--- config.mk ---
export PLATFORM = sky130hd
export DESIGN_NAME = dram_test_compressor
export DESIGN_NICKNAME = d
export VERILOG_FILES = /design/src/rtl/tcmp_pkg.sv /design/src/rtl/tcmp_ctrl.sv /design/src/rtl/tcmp_datapath.sv /design/src/rtl/dram_test_compressor.sv
export SDC_FILE = /design/constraint.sdc
export NUM_CORES = 1
export LEC_CHECK = 0
export ABC_AREA = 1
export CAP_MARGIN = 20
export CORE_MARGIN = 8
export CORE_UTILIZATION = 34
export DETAILED_ROUTE_END_ITERATION = 8
export HOLD_SLACK_MARGIN = 0.12
export PLACE_DENSITY = 0.77
export SLEW_MARGIN = 20
export SYNTH_ARGS = -nofsm -noshare
export SYNTH_HDL_FRONTEND = slang
export SYNTH_SLANG_ARGS = --single-unit
--- constraint.sdc ---
create_clock -name clk -period 1.7 [get_ports clk]
set_input_delay 0.51 -clock clk [delete_from_list [all_inputs] [get_ports clk]]
set_output_delay 0.51 -clock clk [all_outputs]
set_load 0.01 [all_outputs]
--- src/rtl/tcmp_pkg.sv ---
package tcmp_pkg;
  typedef struct packed {
    logic load;     // capture write data with the request
    logic portWr;   // array write cycle
    logic portRd;   // array read cycle
    logic testQ;    // request in flight is a test-mode access
    logic capNorm;  // latch normal read nibble onto the pins
    logic capTest;  // latch compressed result into the hold stage
    logic outTest;  // drive held compressed result onto the pins
  } ctrlStrobe_t;
endpackage

--- src/rtl/tcmp_ctrl.sv ---
module tcmp_ctrl
  import tcmp_pkg::*;
#(
  parameter int COL_W = 11
) (
  input  logic             clk,
  input  logic             rstN,
  input  logic             accValid,
  input  logic             accWrite,
  input  logic             testMode,
  input  logic [COL_W-1:0] colAddr,
  output ctrlStrobe_t      st,
  output logic [COL_W-1:0] colQ
);
  logic s1Valid, s1Write, s1Test, s2TestRd;

  always_ff @(posedge clk or negedge rstN) begin
    if (!rstN) begin
      s1Valid  <= 1'b0;
      s1Write  <= 1'b0;
      s1Test   <= 1'b0;
      s2TestRd <= 1'b0;
      colQ     <= '0;
    end else begin
      s1Valid  <= accValid;
      s2TestRd <= s1Valid & ~s1Write & s1Test;
      if (accValid) begin
        s1Write <= accWrite;
        s1Test  <= testMode;
        colQ    <= colAddr;
      end
    end
  end

  always_comb begin
    st.load    = accValid;
    st.portWr  = s1Valid & s1Write;
    st.portRd  = s1Valid & ~s1Write;
    st.testQ   = s1Test;
    st.capNorm = s1Valid & ~s1Write & ~s1Test;
    st.capTest = s1Valid & ~s1Write & s1Test;
    st.outTest = s2TestRd;
  end


  wr_from_request_chk: assert property (@(posedge clk) disable iff (!rstN)
    st.portWr |-> $past(accValid && accWrite));
endmodule

--- src/rtl/tcmp_datapath.sv ---
module tcmp_datapath
  import tcmp_pkg::*;
#(
  parameter int DQ_W  = 4,
  parameter int COL_W = 11,
  parameter int SEL_W = 3
) (
  input  logic                          clk,
  input  logic                          rstN,
  input  ctrlStrobe_t                   st,
  input  logic [COL_W-1:0]              colQ,
  input  logic [DQ_W-1:0]               dqIn,
  input  logic [DQ_W*(1<<SEL_W)-1:0]    arrRdData,
  output logic [COL_W-4:0]              arrAddr,
  output logic                          arrWrEn,
  output logic [DQ_W*(1<<SEL_W)-1:0]    arrWrMask,
  output logic [DQ_W*(1<<SEL_W)-1:0]    arrWrData,
  output logic                          arrRdEn,
  output logic [DQ_W-1:0]               dqOut,
  output logic                          dqOe
);
  localparam int GRP_N = 1 << SEL_W;
  localparam int ARR_W = DQ_W * GRP_N;

  logic [SEL_W-1:0] grpSel;
  logic [DQ_W-1:0]  wrDataQ, nibble, pinEq, cmpQ;
  logic [ARR_W-1:0] normMask;

  assign grpSel    = {colQ[COL_W-1], colQ[1:0]};
  assign arrAddr   = colQ[COL_W-2:2];
  assign arrWrEn   = st.portWr;
  assign arrRdEn   = st.portRd;
  assign arrWrData = {GRP_N{wrDataQ}};
  assign arrWrMask = !st.portWr ? '0 : (st.testQ ? '1 : normMask);
  assign nibble    = arrRdData[grpSel*DQ_W +: DQ_W];

  for (genvar g = 0; g < GRP_N; g++) begin : g_mask
    assign normMask[g*DQ_W +: DQ_W] = (grpSel == g) ? '1 : '0;
  end

  for (genvar p = 0; p < DQ_W; p++) begin : g_pin
    logic [GRP_N-1:0] pinBits;
    for (genvar g = 0; g < GRP_N; g++) begin : g_bit
      assign pinBits[g] = arrRdData[g*DQ_W + p];
    end
    assign pinEq[p] = (&pinBits) | ~(|pinBits);
  end

  always_ff @(posedge clk or negedge rstN) begin
    if (!rstN) begin
      wrDataQ <= '0;
      cmpQ    <= '0;
      dqOut   <= '0;
      dqOe    <= 1'b0;
    end else begin
      if (st.load)    wrDataQ <= dqIn;
      if (st.capTest) cmpQ    <= pinEq;
      if (st.capNorm)      dqOut <= nibble;
      else if (st.outTest) dqOut <= cmpQ;
      dqOe <= st.capNorm | st.outTest;
    end
  end


  fail_pin_low_chk: assert property (@(posedge clk) disable iff (!rstN)
    st.capTest && !(&arrRdData[DQ_W-1:0] == 1'b0 && 1'b0) && (pinEq[0] == 1'b0) |=> !cmpQ[0]);
endmodule

--- src/rtl/dram_test_compressor.sv ---
module dram_test_compressor
  import tcmp_pkg::*;
#(
  parameter int DQ_W  = 4,
  parameter int COL_W = 11
) (
  input  logic              clk,
  input  logic              rstN,
  input  logic              accValid,
  input  logic              accWrite,
  input  logic              testMode,
  input  logic [COL_W-1:0]  colAddr,
  input  logic [DQ_W-1:0]   dqIn,
  output logic [DQ_W-1:0]   dqOut,
  output logic              dqOe,
  output logic [COL_W-4:0]  arrAddr,
  output logic              arrWrEn,
  output logic [DQ_W*8-1:0] arrWrMask,
  output logic [DQ_W*8-1:0] arrWrData,
  output logic              arrRdEn,
  input  logic [DQ_W*8-1:0] arrRdData
);
  localparam int SEL_W = 3;

  ctrlStrobe_t      st;
  logic [COL_W-1:0] colQ;

  tcmp_ctrl #(.COL_W(COL_W)) i_ctrl (
    .clk(clk), .rstN(rstN), .accValid(accValid), .accWrite(accWrite),
    .testMode(testMode), .colAddr(colAddr), .st(st), .colQ(colQ)
  );

  tcmp_datapath #(.DQ_W(DQ_W), .COL_W(COL_W), .SEL_W(SEL_W)) i_dp (
    .clk(clk), .rstN(rstN), .st(st), .colQ(colQ), .dqIn(dqIn),
    .arrRdData(arrRdData), .arrAddr(arrAddr), .arrWrEn(arrWrEn),
    .arrWrMask(arrWrMask), .arrWrData(arrWrData), .arrRdEn(arrRdEn),
    .dqOut(dqOut), .dqOe(dqOe)
  );


  test_mask_full_chk: assert property (@(posedge clk) disable iff (!rstN)
    arrWrEn && $past(testMode) |-> &arrWrMask);


  norm_mask_nibble_chk: assert property (@(posedge clk) disable iff (!rstN)
    arrWrEn && !$past(testMode) |-> $countones(arrWrMask) == DQ_W);


  oe_after_read_chk: assert property (@(posedge clk) disable iff (!rstN)
    dqOe |-> ($past(arrRdEn) || $past(arrRdEn, 2)));


  port_idle_chk: assert property (@(posedge clk) disable iff (!rstN)
    !(arrWrEn && arrRdEn));
endmodule

=== Word level (Yosys, flattened, before mapping) ===
Index checks and enable logic that the tools add are counted.

* Muxes and demuxes: 12
* Shift operators: 1
* Reductions and logical operators: 10
* Bitwise gates (word level): 15
* Eq/ne operators: 7

{| class="wikitable"
|+ Operator list
! kind !! number
|-
| 32-bit 2-to-1 mux || 2
|-
| 4-bit 2-to-1 mux || 10
|-
| 8-bit AND reduction || 4
|-
| 8-bit OR reduction || 4
|-
| 32-bit by 6-bit indexed part select with 4-bit output || 1
|-
| 3-bit == test (second input constant) || 4
|-
| 3-bit by 2-bit == test with 1-bit output (second input constant) || 2
|-
| 1-bit NOT || 6
|-
| 1-bit bitwise OR || 5
|-
| 1-bit bitwise AND || 4
|-
| 3-bit by 1-bit == test with 1-bit output (second input constant) || 1
|-
| 3-bit logical NOT || 1
|-
| 2-bit nonzero test || 1
|}

* Logic and storage cells: 54
* Output and inout port bits: 79
* Input bits: 52
* Register bits after elaboration: 28

=== Logic depth before layout (Yosys ltp) ===
* Depth after elaboration: 4
* Mapped depth: 8
* Gate-level depth less buffers: 7

=== Modules after synthesis ===
Synthesis repeated with hierarchy kept, for this count alone.

* Cells, all modules: 311
* Area, all modules: 2227.1 µm²

{| class="wikitable"
|+ By module, submodules not included
! module !! times used !! seq. area each (µm²) !! cells each !! area each (µm²)
|-
| tcmp_datapath || 1 || 325.3 || 243 || 1630.3
|-
| tcmp_ctrl || 1 || 375.4 || 68 || 596.8
|}

=== Least setup slack after synthesis ===
Ideal clock, no wire load.

* Kind: register to output
* Start point: register i_ctrl.colQ[0]
* End point: output arrWrMask[17]
* Data required time: 1190 ps
* Buffers on the path: 3
* Arrival: 1314 ps
* Cell stages (with the launch flop): 7
* Setup slack: -124 ps
* Cell sequence: dfrtp_1 -> buf_6 -> buf_12 -> nor2_1 -> nand2_1 -> a21oi_1 -> buf_4

* Longest elaborated chain between the ends: 4

{| class="wikitable"
|+ Ends and longest elaborated chain
! element !! line !! RTL
|-
| start, declared || tcmp_ctrl.sv:13 || <nowiki>output logic [COL_W-1:0] colQ</nowiki>
|-
| start signal, assigned || tcmp_ctrl.sv:30 || <nowiki>colQ <= colAddr;</nowiki>
|-
| 3-bit == test || tcmp_datapath.sv:38 || <nowiki>assign normMask[g*DQ_W +: DQ_W] = (grpSel == g) ? '1 : '0;</nowiki>
|-
| 4-bit 2-to-1 mux || tcmp_datapath.sv:38 ||
|-
| 32-bit 2-to-1 mux (2 in series) || tcmp_datapath.sv:34 || <nowiki>assign arrWrMask = !st.portWr ? '0 : (st.testQ ? '1 : normMask);</nowiki>
|-
| end, declared || dram_test_compressor.sv:18 || <nowiki>output logic [DQ_W*8-1:0] arrWrMask,</nowiki>
|}

No other way between the ends.

=== Worst setup path in the final report ===
* Start point: register i_ctrl.colQ[1]
* End point: output arrWrMask[3]

* Longest elaborated chain between the ends: 4

{| class="wikitable"
|+ Ends and longest elaborated chain
! element !! line
|-
| 3-bit logical NOT || tcmp_datapath.sv:38
|-
| 4-bit 2-to-1 mux || tcmp_datapath.sv:38
|-
| 32-bit 2-to-1 mux (2 in series) || tcmp_datapath.sv:34
|}

No other way between the ends.

==> reports/qor.yml <==
status: "finished with violations"
failed_checks: "setup timing"
post-route-period-util_pct: 112
cp_arrival_ns: 1.39
max_slew.worst_pin.slew_ns: 0.290
hold_path_end: "i_dp.cmpQ[2]$_DFFE_PN0P_"
finalMaxSlewViolations: 0
avgViaCountPerCell: 4.61
post_synth_mux_area_share_pct: 6.79
netlist-cell-type-count: 23
ys_warn_count: 0
grt_setup_unrepaired: "yes"
die_area_mm2: 0.00915
worst_skew_pair.late_latency_ns: 0.27
final_antenna_net_count: 0
yosysTopAreaCellShare_pct: 32.5
finalWeightedCongestion: 0.811
chipWidth_um: 95.6
synth.yosys.seq_area_share_pct: 32.5
grt_util_all_layers_pct: 13.9
dr.pass1.iters: 4
mapped_avg_cell_area_um2: 7.36
min-delay-start: "i_dp.cmpQ[2]$_DFFE_PN0P_"
areal_power_density_over_the_cells_mw_per_mm2: 691
worst_slew_margin_rel_pct: 80.6
final.setup.tns_ns: -4.89
post_drt_wl_per_cell_um: 14.9
crit_required_ns: 1.19
ys_ff_latch: 28
fmax_mhz: 527
synthesis.nets: 345
finClkSkew_ns: 0.00380
cts_hold_repair.buffers: 0
cts.sink_count: 28
post-route-min-period_ns: 1.90
final_layout_size_suffix_gt1_share_pct: 29.6
drt_first_iter_violations: 73
worstHoldPathType: "flop to flop"
nNetsFinal: 445
cts_buffers: 3
synth_top_family_by_area: "simple AND/OR/NAND/NOR gates"
yosys.area_share.simple_pct: 27.9
die_h_um: 95.6
io_buffers: 130
worstRegToRegCells: 6
hold_viol: 0
boundaryPins: 131
area_growth_syn_to_layout_pct: 58.0
ctsHtreeMaxLevel: 1
worstReg2RegEnd: "i_dp.dqOe$_DFF_PN0_"
vdd_drop_max_uv: 611
ctsRootBufferMaster: "sky130_fd_sc_hd__clkbuf_8"
synth-xor-area-share_pct: 0
finalHoldWorstSlack_ns: 0.497
clock_tree_from_tritoncts: "built"
critical_path_peak_fanout: 4
hold_depth: 2
core_region_area_mm2: 0.00624
fp-row-count: 29
antenna_cells: 0
timing.critical_path.to_type: "primary output"
place_hpwl_um: 5470
layout.filler_cells: 572
drt_drc_violations_left: 0
timing.reg2reg.setup_slack_ns: 0.31
timing.max_cap.violations: 0
timing.rr.start: "i_ctrl.s1Write$_DFFE_PN0P_"
grt_antenna_before_repair: 0
setup_slack_ns: -0.196
leakagePower_nw: 1.73
post_synth_inst_count: 293
initial_core_util_pct: 34.5
cts.path.max_buffers: 2
number_of_global_route_vias_before_repair: 2120
worst_setup_hold_path_clk_slew_ns: 0.10
synth_fa_ha_area_share_pct: 0
vias: 2160
yosysTopAreaCell: "sky130_fd_sc_hd__dfrtp_1"
yosys-top-cells-area: "sky130_fd_sc_hd__dfrtp_1, sky130_fd_sc_hd__buf_4, sky130_fd_sc_hd__nand2_1, sky130_fd_sc_hd__mux2_2, sky130_fd_sc_hd__nor2_1"
report.final.setup_viol: 32
worst-setup-path-type: "flop to primary output"
grt_overflow: 0
netlist_area_mm2: 0.00216
grt_pass1_wl_um: 10200
grt_max_degree: 23
totalWireLength_um: 6980
synth_compound_area_share_pct: 5.46
cp-start-kind: "flop"
## kinds of logic (layout without fill, tap and decap cells)
logic type | Yosys count | count (layout)
compound gates | 20 | 20
simple gates | 147 | 147
flops | 28 | 28
buf+inv | 85 | 184
mux | 13 | 13
## sequential cells by signal (all words and copies together), names as in the netlist
register	flops
i_ctrl.colQ	11
i_dp.cmpQ	4
i_dp.dqOut	4
i_dp.wrDataQ	4
i_ctrl.s1Test	1
i_ctrl.s1Valid	1
i_ctrl.s1Write	1
i_ctrl.s2TestRd	1
i_dp.dqOe	1
## placed cells by master, fill, tap and decap left out, types with 7 or more instances in the layout
cell type,count
sky130_fd_sc_hd__nand2_1,86
sky130_fd_sc_hd__clkdlybuf4s50_1,51
sky130_fd_sc_hd__dlygate4sd2_1,38
sky130_fd_sc_hd__buf_4,24
sky130_fd_sc_hd__dfrtp_1,23
sky130_fd_sc_hd__buf_2,23
sky130_fd_sc_hd__nor2_1,22
sky130_fd_sc_hd__buf_6,16
sky130_fd_sc_hd__nand3_1,15
sky130_fd_sc_hd__mux2_2,13
sky130_fd_sc_hd__inv_1,12
sky130_fd_sc_hd__nand4_1,9
sky130_fd_sc_hd__nand2_2,8
sky130_fd_sc_hd__dlymetal6s2s_1,7
## where the power goes
| group | internal (mW) | switching [mW] |
|---|---|---|
| Sequential | 0.760 | 0.0548 |
| Clock | 0.315 | 0.209 |
| Combinational | 0.523 | 0.491 |
| Total | 1.60 | 0.756 |
## critical path, stage by stage (launching register included)
cell	delay, ns
sky130_fd_sc_hd__dfrtp_2	0.47
sky130_fd_sc_hd__buf_6	0.14
sky130_fd_sc_hd__nor2_4	0.09
sky130_fd_sc_hd__nand2_2	0.07
sky130_fd_sc_hd__a21oi_4	0.18
sky130_fd_sc_hd__buf_2	0.16
## stage by stage
| stage | utilization (%) | total power, mW | instance area [um^2] | std cells | setup slack, ns |
|---|---|---|---|---|---|
| 2_1_floorplan | - | 1.39 | 2190 | 293 | -0.0593 |
| 3_3_place_gp | 52.1 | 1.85 | 3250 | 453 | -0.308 |
| 3_5_place_dp | 52.1 | 1.87 | 3250 | 453 | -0.373 |
| 4_1_cts | 51.7 | 2.32 | 3230 | 465 | -0.186 |
| 5_1_grt | 54.6 | 2.49 | 3410 | 469 | -0.281 |
| 6_report | 54.6 | 2.35 | 3410 | 469 | -0.196 |
## synth_stat cells (all sizes together)
master  number
nand4        9
dfrtp       28
o211ai       4
a21boi       3
a21oi        8
clkinv       1
mux2        13
or2          1
clkbuf       2
inv         16
nand3       15
o21ai        5
nor2        26
nor3         1
nand2       95
buf         66
## what timing repair did
action                                  in CTS  in global routing
endpoints found under the setup margin      72                 41
gates cloned                                 0                  0
buffers inserted                             9                  4
resized for setup                          195                 34
pin swaps                                   12                  8
## layer usage
metal  vias up  track usage (%)  routed length, um
li1       1070                -                  -
met1      1007             14.4               2550
met2        77             26.3               3720
met3         6             4.02                646
met4         0             4.10                 70
met5         -                0                  0
## final cells by class
| class | count | area, um^2 | share of cell area [%] |
|---|---|---|---|
| Sequential cell | 28 | 707 | 20.8 |
| Clock buffer | 3 | 41.3 | 1.21 |
| Timing Repair Buffer | 163 | 1470 | 43.2 |
| Inverter | 17 | 66.3 | 1.95 |
| Tap cell | 77 | 96.3 | 2.83 |
| Multi-Input combinational cell | 180 | 993 | 29.2 |
| Clock inverter | 1 | 30.0 | 0.882 |
## how the worst max path moves through the flow
stage	slack, ns	endpoint	from	depth (start not counted)
after floorplan	-0.06	arrWrMask[21]	i_ctrl.colQ[0]$_DFFE_PN0P_	6
final	-0.20	arrWrMask[3]	i_ctrl.colQ[1]$_DFFE_PN0P_	5
after global placement	-0.31	arrWrMask[3]	i_ctrl.colQ[1]$_DFFE_PN0P_	5
after detailed placement	-0.37	arrWrMask[1]	i_ctrl.colQ[1]$_DFFE_PN0P_	5
after CTS	-0.19	arrWrMask[1]	i_ctrl.colQ[1]$_DFFE_PN0P_	5
after global routing	-0.28	arrWrMask[31]	i_ctrl.colQ[1]$_DFFE_PN0P_	6
Note: power is estimated with default switching activity, not from simulation.
